### config.mk
export PLATFORM = sky130hd
export DESIGN_NAME = clkgen_top
export DESIGN_NICKNAME = d
export VERILOG_FILES = /design/src/rtl/clkgen_pkg.sv /design/src/rtl/clkgen_ctrl.sv /design/src/rtl/clkgen_core.sv /design/src/rtl/clkgen_top.sv
export SDC_FILE = /design/constraint.sdc
export NUM_CORES = 1
export LEC_CHECK = 0
export ABC_CLOCK_PERIOD_IN_PS = 11020
export BUFFER_PORTS_ARGS = -buffer_cell sky130_fd_sc_hd__buf_2
export CAP_MARGIN = 20
export CORE_UTILIZATION = 50
export CTS_CLUSTER_DIAMETER = 50
export DETAILED_ROUTE_END_ITERATION = 16
export GPL_TIMING_DRIVEN = 1
export MAX_ROUTING_LAYER = met4
export PLACE_DENSITY = 0.74
export SETUP_SLACK_MARGIN = 0.3
export SLEW_MARGIN = 15
export SYNTH_ARGS = -nofsm -noshare
export SYNTH_HDL_FRONTEND = slang
export SYNTH_SLANG_ARGS = --single-unit
### constraint.sdc
create_clock -name clk -period 11.02 [get_ports clk]
set_input_delay 1.102 -clock clk [delete_from_list [all_inputs] [get_ports clk]]
set_output_delay 1.102 -clock clk [all_outputs]
set_load 0.02 [all_outputs]
### src/rtl/clkgen_pkg.sv
package clkgen_pkg;
  localparam int LAYOUT_COMMON = 0;
  localparam int LAYOUT_VIDEO  = 1;
  localparam int DIV_W = 6;
  localparam int SEL_W = 3;
  localparam int CNT_W = DIV_W + 3;

  typedef struct packed {
    logic [SEL_W-1:0] srcSel;
    logic [1:0]       preShift;
    logic [DIV_W-1:0] divField;
    logic             stop;
  } cfg_t;

  function automatic logic [1:0] preCodeToShift(input logic [1:0] code);
    case (code)
      2'b01:   return 2'd1;
      2'b11:   return 2'd2;
      default: return 2'd0;
    endcase
  endfunction
endpackage

### src/rtl/clkgen_ctrl.sv
module clkgen_ctrl
  import clkgen_pkg::*;
#(
  parameter int LAYOUT  = LAYOUT_VIDEO,
  parameter int NUM_SRC = 5
) (
  input  logic        clk,
  input  logic        rstN,
  input  logic        wrEn,
  input  logic [31:0] wrData,
  output logic [31:0] regWord,
  output logic        errFlag,
  output cfg_t        cfgOut
);
  localparam logic [SEL_W:0] NSRC = (SEL_W+1)'(NUM_SRC);

  logic [31:0]      regQ;
  logic             errQ;
  logic [SEL_W-1:0] wrSel, curSel;
  logic [1:0]       wrPre, curPre;
  logic             wrOk;

  generate
    if (LAYOUT == LAYOUT_VIDEO) begin : gVideo
      assign wrSel  = wrData[14:12];
      assign curSel = regQ[14:12];
      assign wrPre  = wrData[7:6];
      assign curPre = regQ[7:6];
    end else begin : gCommon
      assign wrSel  = {1'b0, wrData[7:6]};
      assign curSel = {1'b0, regQ[7:6]};
      assign wrPre  = 2'b00;
      assign curPre = 2'b00;
    end
  endgenerate

  assign wrOk = ({1'b0, wrSel} < NSRC) && (wrPre != 2'b10);

  always_ff @(posedge clk or negedge rstN) begin
    if (!rstN) begin
      regQ <= '0;
      errQ <= 1'b0;
    end else if (wrEn) begin
      if (wrOk) regQ <= wrData;
      else      errQ <= 1'b1;
    end
  end

  always_comb begin
    cfgOut.srcSel   = curSel;
    cfgOut.preShift = preCodeToShift(curPre);
    cfgOut.divField = regQ[DIV_W-1:0];
    cfgOut.stop     = regQ[8];
  end

  assign regWord = regQ;
  assign errFlag = errQ;
endmodule

### src/rtl/clkgen_core.sv
module clkgen_core
  import clkgen_pkg::*;
#(
  parameter int NUM_SRC = 5
) (
  input  logic               clk,
  input  logic               rstN,
  input  logic [NUM_SRC-1:0] srcTick,
  input  cfg_t               cfgIn,
  output cfg_t               activeCfg,
  output logic               clkOut
);
  cfg_t                    activeQ, effCfg;
  logic [CNT_W-1:0]        cntQ, limit;
  logic                    outQ, loadNow, selTick, advance;
  logic [(1<<SEL_W)-1:0]   tickPad;

  always_comb begin
    tickPad = '0;
    tickPad[NUM_SRC-1:0] = srcTick;
  end

  assign loadNow = !outQ && (cntQ == '0);
  assign effCfg  = loadNow ? cfgIn : activeQ;
  assign limit   = (CNT_W'(effCfg.divField) + CNT_W'(1)) << effCfg.preShift;
  assign selTick = tickPad[effCfg.srcSel];
  assign advance = selTick && !effCfg.stop;

  always_ff @(posedge clk or negedge rstN) begin
    if (!rstN) begin
      activeQ <= '0;
      cntQ    <= '0;
      outQ    <= 1'b0;
    end else begin
      activeQ <= effCfg;
      if (advance) begin
        if (cntQ == limit - CNT_W'(1)) begin
          outQ <= ~outQ;
          cntQ <= '0;
        end else begin
          cntQ <= cntQ + CNT_W'(1);
        end
      end
    end
  end

  assign activeCfg = activeQ;
  assign clkOut    = outQ;
endmodule

### src/rtl/clkgen_top.sv
module clkgen_top
  import clkgen_pkg::*;
#(
  parameter int LAYOUT  = LAYOUT_VIDEO,
  parameter int NUM_SRC = 5
) (
  input  logic               clk,
  input  logic               rstN,
  input  logic               wrEn,
  input  logic [31:0]        wrData,
  output logic [31:0]        rdData,
  input  logic [NUM_SRC-1:0] srcTick,
  output logic               clkOut,
  output logic               errFlag
);
  cfg_t regCfg;
  cfg_t activeCfg;

  clkgen_ctrl #(.LAYOUT(LAYOUT), .NUM_SRC(NUM_SRC)) uCtrl (
    .clk(clk), .rstN(rstN), .wrEn(wrEn), .wrData(wrData),
    .regWord(rdData), .errFlag(errFlag), .cfgOut(regCfg)
  );

  clkgen_core #(.NUM_SRC(NUM_SRC)) uCore (
    .clk(clk), .rstN(rstN), .srcTick(srcTick), .cfgIn(regCfg),
    .activeCfg(activeCfg), .clkOut(clkOut)
  );
endmodule

=== Yosys cells after proc, flatten, opt, wreduce, memory -nomap -nowiden ===
Index checks and enable logic that the tools add are counted.

* Bitwise gates (word level): 2
* Equality and inequality tests: 4
* Multipliers: 0
* $lt $le $gt $ge: 2
* Shift operators: 1
* Div/mod/pow operators: 0
* Add/sub/neg operators: 3
* Reduce and logical (&&, ||, !) cells: 9
* Multiplexer cells: 5

{| class="wikitable"
|+ Operators with widths
! kind !! count
|-
| two-way mux 12 bit || 1
|-
| adder 9 x 1 -> 9 bit, second input constant || 1
|-
| == test 9 bit || 1
|-
| logical NOT 9 bit || 1
|-
| two-way mux 9 bit || 1
|-
| left shift 9 x 2 -> 9 bit || 1
|-
| subtractor 9 x 1 -> 9 bit, second input constant || 1
|-
| adder 6 x 1 -> 7 bit, second input constant || 1
|-
| AND reduction 2 bit || 3
|-
| less-than comparator 3 x 4 -> 1 bit, second input constant || 1
|-
| case mux 2 bit (2 select lines) || 1
|-
| binary-select mux 1 bit (select 3 bit) || 1
|-
| logical AND 1 bit || 3
|-
| less-than comparator 3 bit, second input constant || 1
|-
| == test 2 x 1 -> 1 bit, second input constant || 1
|-
| == test 2 bit, second input constant || 1
|-
| logical NOT 1 bit || 2
|-
| != test 2 bit, second input constant || 1
|-
| inverter 1 bit || 2
|-
| two-way mux 1 bit || 1
|}

* Input bits: 40
* Bits in read-only memories: 0
* Output and inout port bits: 34
* Bits in writable memories: 0
* Bits in registers: 55
* Logic and storage cells: 34
* Memories kept: 0
* Bits in latches: 0

=== Logic depth before layout (Yosys ltp) ===
* Depth after elaboration: 8
* Depth in mapped cells: 20
* Gate-level depth less buffers: 17

=== Cells and area by module ===
Synthesis repeated with hierarchy kept, for this count alone.

* Cells, all modules: 331
* Area, all modules: 3619.7 um2

{| class="wikitable"
|+ Modules (own cells, without submodules)
! module !! seq. area each (um2) !! area an instance (um2) !! instances !! cells an instance
|-
| clkgen_core || 550.5 || 2163.3 || 1 || 246
|-
| clkgen_ctrl || 825.8 || 1456.4 || 1 || 85
|}

=== Worst setup path after synthesis ===
Ideal clock, no wire load.

* Path kind: reg2reg
* From: register uCore.cntQ[0]
* To: register uCore.cntQ[3]
* Setup time: 0.135 ns
* Buffers on the path: 2
* Stages on the path, launching flop included: 20
* Arrival time: 4.330 ns
* Slack: 6.555 ns
* Required time: 10.885 ns
* Clock period less this slack: 4.465 ns
* Cell sequence: dfrtp_1 inv_1 ha_1 or4b_1 buf_2 nor3_4 buf_2 nand2_1 nand2_1 ha_1 nor2b_1 o2111ai_1 a211oi_1 a221o_2 xnor2_2 or3_1 a21boi_1 o221ai_4 o21ai_4 o211ai_1

{| class="wikitable"
|+ RTL lines
! what !! line !! RTL
|-
| start, declared || clkgen_core.sv:14 || <nowiki>logic [CNT_W-1:0] cntQ, limit;</nowiki>
|-
| start signal, assigned || clkgen_core.sv:41 || <nowiki>cntQ <= cntQ + CNT_W'(1);</nowiki>
|}

==> impl_summary.md <==
Outcome
The run finished with clean final reports.

Placement
In this run the cell area measured after placement is 3950 um^2. The final HPWL from detailed placement is 6.19 mm. Buffers placed on the I/O ports in this run total 73. The global placement routability congestion is approximately 0.95.

Final layout
In the final layout, flip-flops and latches occupy 1380 um^2. 0 antenna diodes ended up in the layout. The layout has approximately 570 filler cells. The area of the multi-input gates is around 2000 um^2. Of the cells placed in the final design, the portion with a size suffix greater than 1 is about a third.

At the end of the flow, the number of nets in the layout was 464. From synthesis to final layout, the design area changed by 15.1%. The top cell types in the final layout, fill and taps aside, are sky130_fd_sc_hd__buf_2 (73), sky130_fd_sc_hd__dfrtp_1 (55), sky130_fd_sc_hd__nand2_1 (39), sky130_fd_sc_hd__mux2_2 (33), sky130_fd_sc_hd__nand3_1 (16). The most common cell after layout, fill and taps aside is sky130_fd_sc_hd__buf_2. After routing the design area is 4060 um^2.

Synth
After synthesis, the share of flip-flops with an asynchronous set or reset is 100%. The total of flip-flops plus latches after synthesis is 55. The register area share after synthesis is 39.0%. The net count of the mapped netlist is 401.

Synthesis produced a netlist whose cell count is 357. The number of synthesis warnings is 0. The post-synthesis cell area is 3530 um^2.

In this run, synthesis inferred 0 flip-flops with an integrated enable. After synthesis, the netlist uses 72 different library cells. The most used flip-flop cell after synthesis is sky130_fd_sc_hd__dfrtp_1. After synthesis, the mean cell area works out to 9.89 um^2.

Setup path
The number of cells on the worst reg-to-reg path is 17. STA classifies the critical path endpoint as a register. The category of the most critical setup path is register to register. The internal reg-to-reg setup slack is roughly 5.8 ns. The reg-to-reg critical path endpoint is uCore.cntQ[5].

The launch point of the critical path is uCore.cntQ[0]. Data on the critical path is required at its endpoint by 11.20 ns. The top fanout value on the critical path is 16.

For the worst setup path, the data arrival time is approximately 5.4 ns. In this run the worst setup path terminates at uCore.cntQ[5]. The startpoint identified for the worst register-to-register timing path is uCore.cntQ[0]. STA classifies the critical path startpoint as a register.

Power
Dividing total power by cell area gives a power density of 139 nW/um^2. The worst vdd rail ir drop is 0.0000945 V. Summed over all cells, the static leakage comes to 1.89 nW.

GRT
The number of global-route vias before repair is approximately 2.8k. The first-pass GRT wire length is between 10 and 15 mm. Entering global routing, the biggest net connects 56 pins.

The global routing usage summed across all routing layers is 24.2%. The number of antenna violations at the first check in global routing is 0. The sum of overflow across all layers after global routing is 0.

Floorplanning
The number of ports placed on the die boundary is 74. The area of the die is about 7400 um^2. The number of rows created at floorplan is 30. The starting density of the core is 52.0%.

The standard cell core area is 6790 um^2. The die span in x is 86.1 um. From bottom edge to top edge, the die measures 86.1 um.

Clock tree
Clock tree synthesis inserted a total of 5 buffers. At the later pin of the worst-skew pair, clock insertion delay measures 0.31 ns. The TritonCTS clock tree is done. In this run the deepest clock path goes through 2 buffers. CTS saw 55 sinks. The H-tree generated during clock tree synthesis spans 2 levels. The clock transition time at the flip-flop clock pins of the worst setup and hold paths is 0.10 ns. The number of buffers inserted by post-CTS setup repair is 0. The root buffer cell chosen for the clock tree is sky130_fd_sc_hd__clkbuf_8.

Gates resized during post-CTS repair numbered 0. In this run, post-CTS hold repair placed 0 buffers.

Timing
Adding up every negative setup slack in the final design gives 0 ns. Counting I/O delays and the setup requirement, the final critical path takes 5.25 ns. The achievable frequency is 191 MHz. Measured against its own limit, the worst slew margin works out to 45.6%. Setup violations remaining at the end of the flow were counted as 0.

The count of final hold-check violations was 0. The number of pins with negative max-slew slack in the final report is 0. For the pin with the worst max-slew slack, the measured transition is slightly below 0.8 ns. The final critical path takes up 47.6% of the cycle. The clock skew after layout is 0.00385 ns. Setup repair after global routing left no endpoint under its margin.

Worst hold path
The worst hold path depth is 1. The source of the worst hold timing path is uCtrl.errFlag. The min-delay analysis places its worst path in the category register to register.

Detailed routing
After detailed routing, the average wire length per cell comes to 15.9 um. The DRC violation count after routing is 0. Summed over all layers, the routed wires come to 8.21 mm. The first detailed-routing pass took 5 iterations.

Detailed routing inserted a total of approximately 3.0k vias. After the first detailed-routing iteration, the DRC count stood at between 150 and 200. The count of nets left with antenna violations once routing finished came out at 0. After detailed routing, the number of vias per cell comes to 5.86.

Run
The number of maximum-capacitance constraint violations is 0.
## logic make-up after synthesis
family | after synthesis | synth area share, %
simple gates | 133 | 22.0
compound gates | 77 | 17.5
flops | 55 | 39.0
mux | 42 | 13.1
buf+inv | 35 | 4.18
xor+xnor | 11 | 2.94
fa+ha+maj | 4 | 1.42
## how the worst min path moves through the flow
stage,end,slack (ns)
after floorplan,uCore.activeCfg[0],0.45
after global placement,uCtrl.errFlag,0.44
after detailed placement,uCtrl.errFlag,0.44
after CTS,uCtrl.errFlag,0.47
after global routing,uCtrl.regWord[26],0.53
final,uCtrl.errFlag,0.47
## cell usage after synthesis (2+ instances only)
cell | number | area share, %
sky130_fd_sc_hd__a31oi_1 | 3 | 0.53
sky130_fd_sc_hd__dfrtp_1 | 55 | 39
sky130_fd_sc_hd__o21ai_1 | 2 | 0.28
sky130_fd_sc_hd__nand3b_1 | 2 | 0.42
sky130_fd_sc_hd__nor3_1 | 9 | 1.3
sky130_fd_sc_hd__a21oi_1 | 7 | 0.99
sky130_fd_sc_hd__mux2_2 | 33 | 11
sky130_fd_sc_hd__and2_1 | 3 | 0.53
sky130_fd_sc_hd__o2111ai_1 | 4 | 0.99
sky130_fd_sc_hd__o221a_2 | 3 | 0.96
sky130_fd_sc_hd__nor3b_1 | 2 | 0.42
sky130_fd_sc_hd__a311oi_1 | 2 | 0.50
sky130_fd_sc_hd__o32ai_1 | 2 | 0.50
sky130_fd_sc_hd__o21ai_0 | 11 | 1.6
sky130_fd_sc_hd__o221ai_1 | 5 | 1.2
sky130_fd_sc_hd__inv_1 | 12 | 1.3
sky130_fd_sc_hd__ha_1 | 4 | 1.4
sky130_fd_sc_hd__nor3_2 | 2 | 0.57
sky130_fd_sc_hd__xor2_1 | 4 | 0.99
sky130_fd_sc_hd__mux2i_1 | 9 | 2.6
sky130_fd_sc_hd__nor4b_2 | 2 | 0.85
sky130_fd_sc_hd__nor3_4 | 2 | 0.92
sky130_fd_sc_hd__nor2_1 | 12 | 1.3
sky130_fd_sc_hd__nand4_1 | 3 | 0.53
sky130_fd_sc_hd__o21a_1 | 2 | 0.42
sky130_fd_sc_hd__o31ai_2 | 2 | 0.71
sky130_fd_sc_hd__nand2b_1 | 8 | 1.4
sky130_fd_sc_hd__clkbuf_1 | 11 | 1.2
sky130_fd_sc_hd__a211oi_1 | 5 | 1.1
sky130_fd_sc_hd__buf_1 | 2 | 0.21
sky130_fd_sc_hd__nand3_1 | 16 | 2.3
sky130_fd_sc_hd__buf_2 | 7 | 0.99
sky130_fd_sc_hd__or2_2 | 3 | 0.53
sky130_fd_sc_hd__o31a_1 | 2 | 0.50
sky130_fd_sc_hd__or3_1 | 4 | 0.71
sky130_fd_sc_hd__o22ai_1 | 3 | 0.53
sky130_fd_sc_hd__nor2b_1 | 10 | 1.8
sky130_fd_sc_hd__xnor2_1 | 6 | 1.5
sky130_fd_sc_hd__a21o_1 | 3 | 0.64
sky130_fd_sc_hd__nand2_1 | 39 | 4.1
sky130_fd_sc_hd__and3_1 | 6 | 1.1
sky130_fd_sc_hd__o211ai_1 | 4 | 0.85
sky130_fd_sc_hd__and4_1 | 2 | 0.50
## final cells by class
type	instances	share of cell area, %
Inverter	14	1.29
Sequential cell	55	33.9
Tap cell	96	2.96
Timing Repair Buffer	77	9.73
Clock buffer	6	1.79
Clock inverter	2	0.954
Multi-Input combinational cell	267	49.4
## stage by stage
step	utilization (%)	std cells	power, W	setup WS [ns]	hold WS [ns]
after detailed placement	58.2	509	0.000433	5.81	0.439
after global placement	58.2	509	0.000428	5.94	0.441
after global routing	59.8	517	0.000598	5.36	0.525
final	59.8	517	0.000567	5.77	0.473
after CTS	59.8	517	0.000571	5.78	0.471
after floorplan	-	357	0.000380	6.56	0.446
## report_power, final
| part | internal, W | switching (W) |
|---|---|---|
| combinational | 0.0000696 | 0.0000866 |
| clock | 0.0000688 | 0.0000680 |
| sequential | 0.000230 | 0.0000432 |
## layer usage
metal	GRT usage (%)	routed length, um	vias to the layer above	share of wire, %
met2	36.6	3880	131	47
li1	-	-	1442	-
met1	34.2	3770	1448	46
met5	-	0	-	0
met3	3.18	454	11	5.5
met4	7.12	114	0	1.4
## sequential cells by signal (all words and copies together) (netlist names)
register	count
uCtrl.regWord	32
uCore.activeCfg	12
uCore.cntQ	9
uCore.clkOut	1
uCtrl.errFlag	1
## critical path, stage by stage, from the launching register on
cell and delay (ns):
sky130_fd_sc_hd__dfrtp_1 0.45, sky130_fd_sc_hd__inv_1 0.11, sky130_fd_sc_hd__ha_1 0.16, sky130_fd_sc_hd__or4b_1 0.58, sky130_fd_sc_hd__nor3_4 0.60, sky130_fd_sc_hd__nand2_1 0.11, sky130_fd_sc_hd__nand2_1 0.11, sky130_fd_sc_hd__ha_1 0.34
sky130_fd_sc_hd__nor2b_1 0.18, sky130_fd_sc_hd__o2111ai_1 0.13, sky130_fd_sc_hd__a211oi_1 0.55, sky130_fd_sc_hd__a221o_2 0.37, sky130_fd_sc_hd__xnor2_2 0.10, sky130_fd_sc_hd__or3_1 0.39, sky130_fd_sc_hd__a21boi_1 0.27, sky130_fd_sc_hd__o221ai_4 0.19
sky130_fd_sc_hd__o21ai_4 0.33, sky130_fd_sc_hd__o211ai_1 0.15
Note: power is estimated with default switching activity, not from simulation.
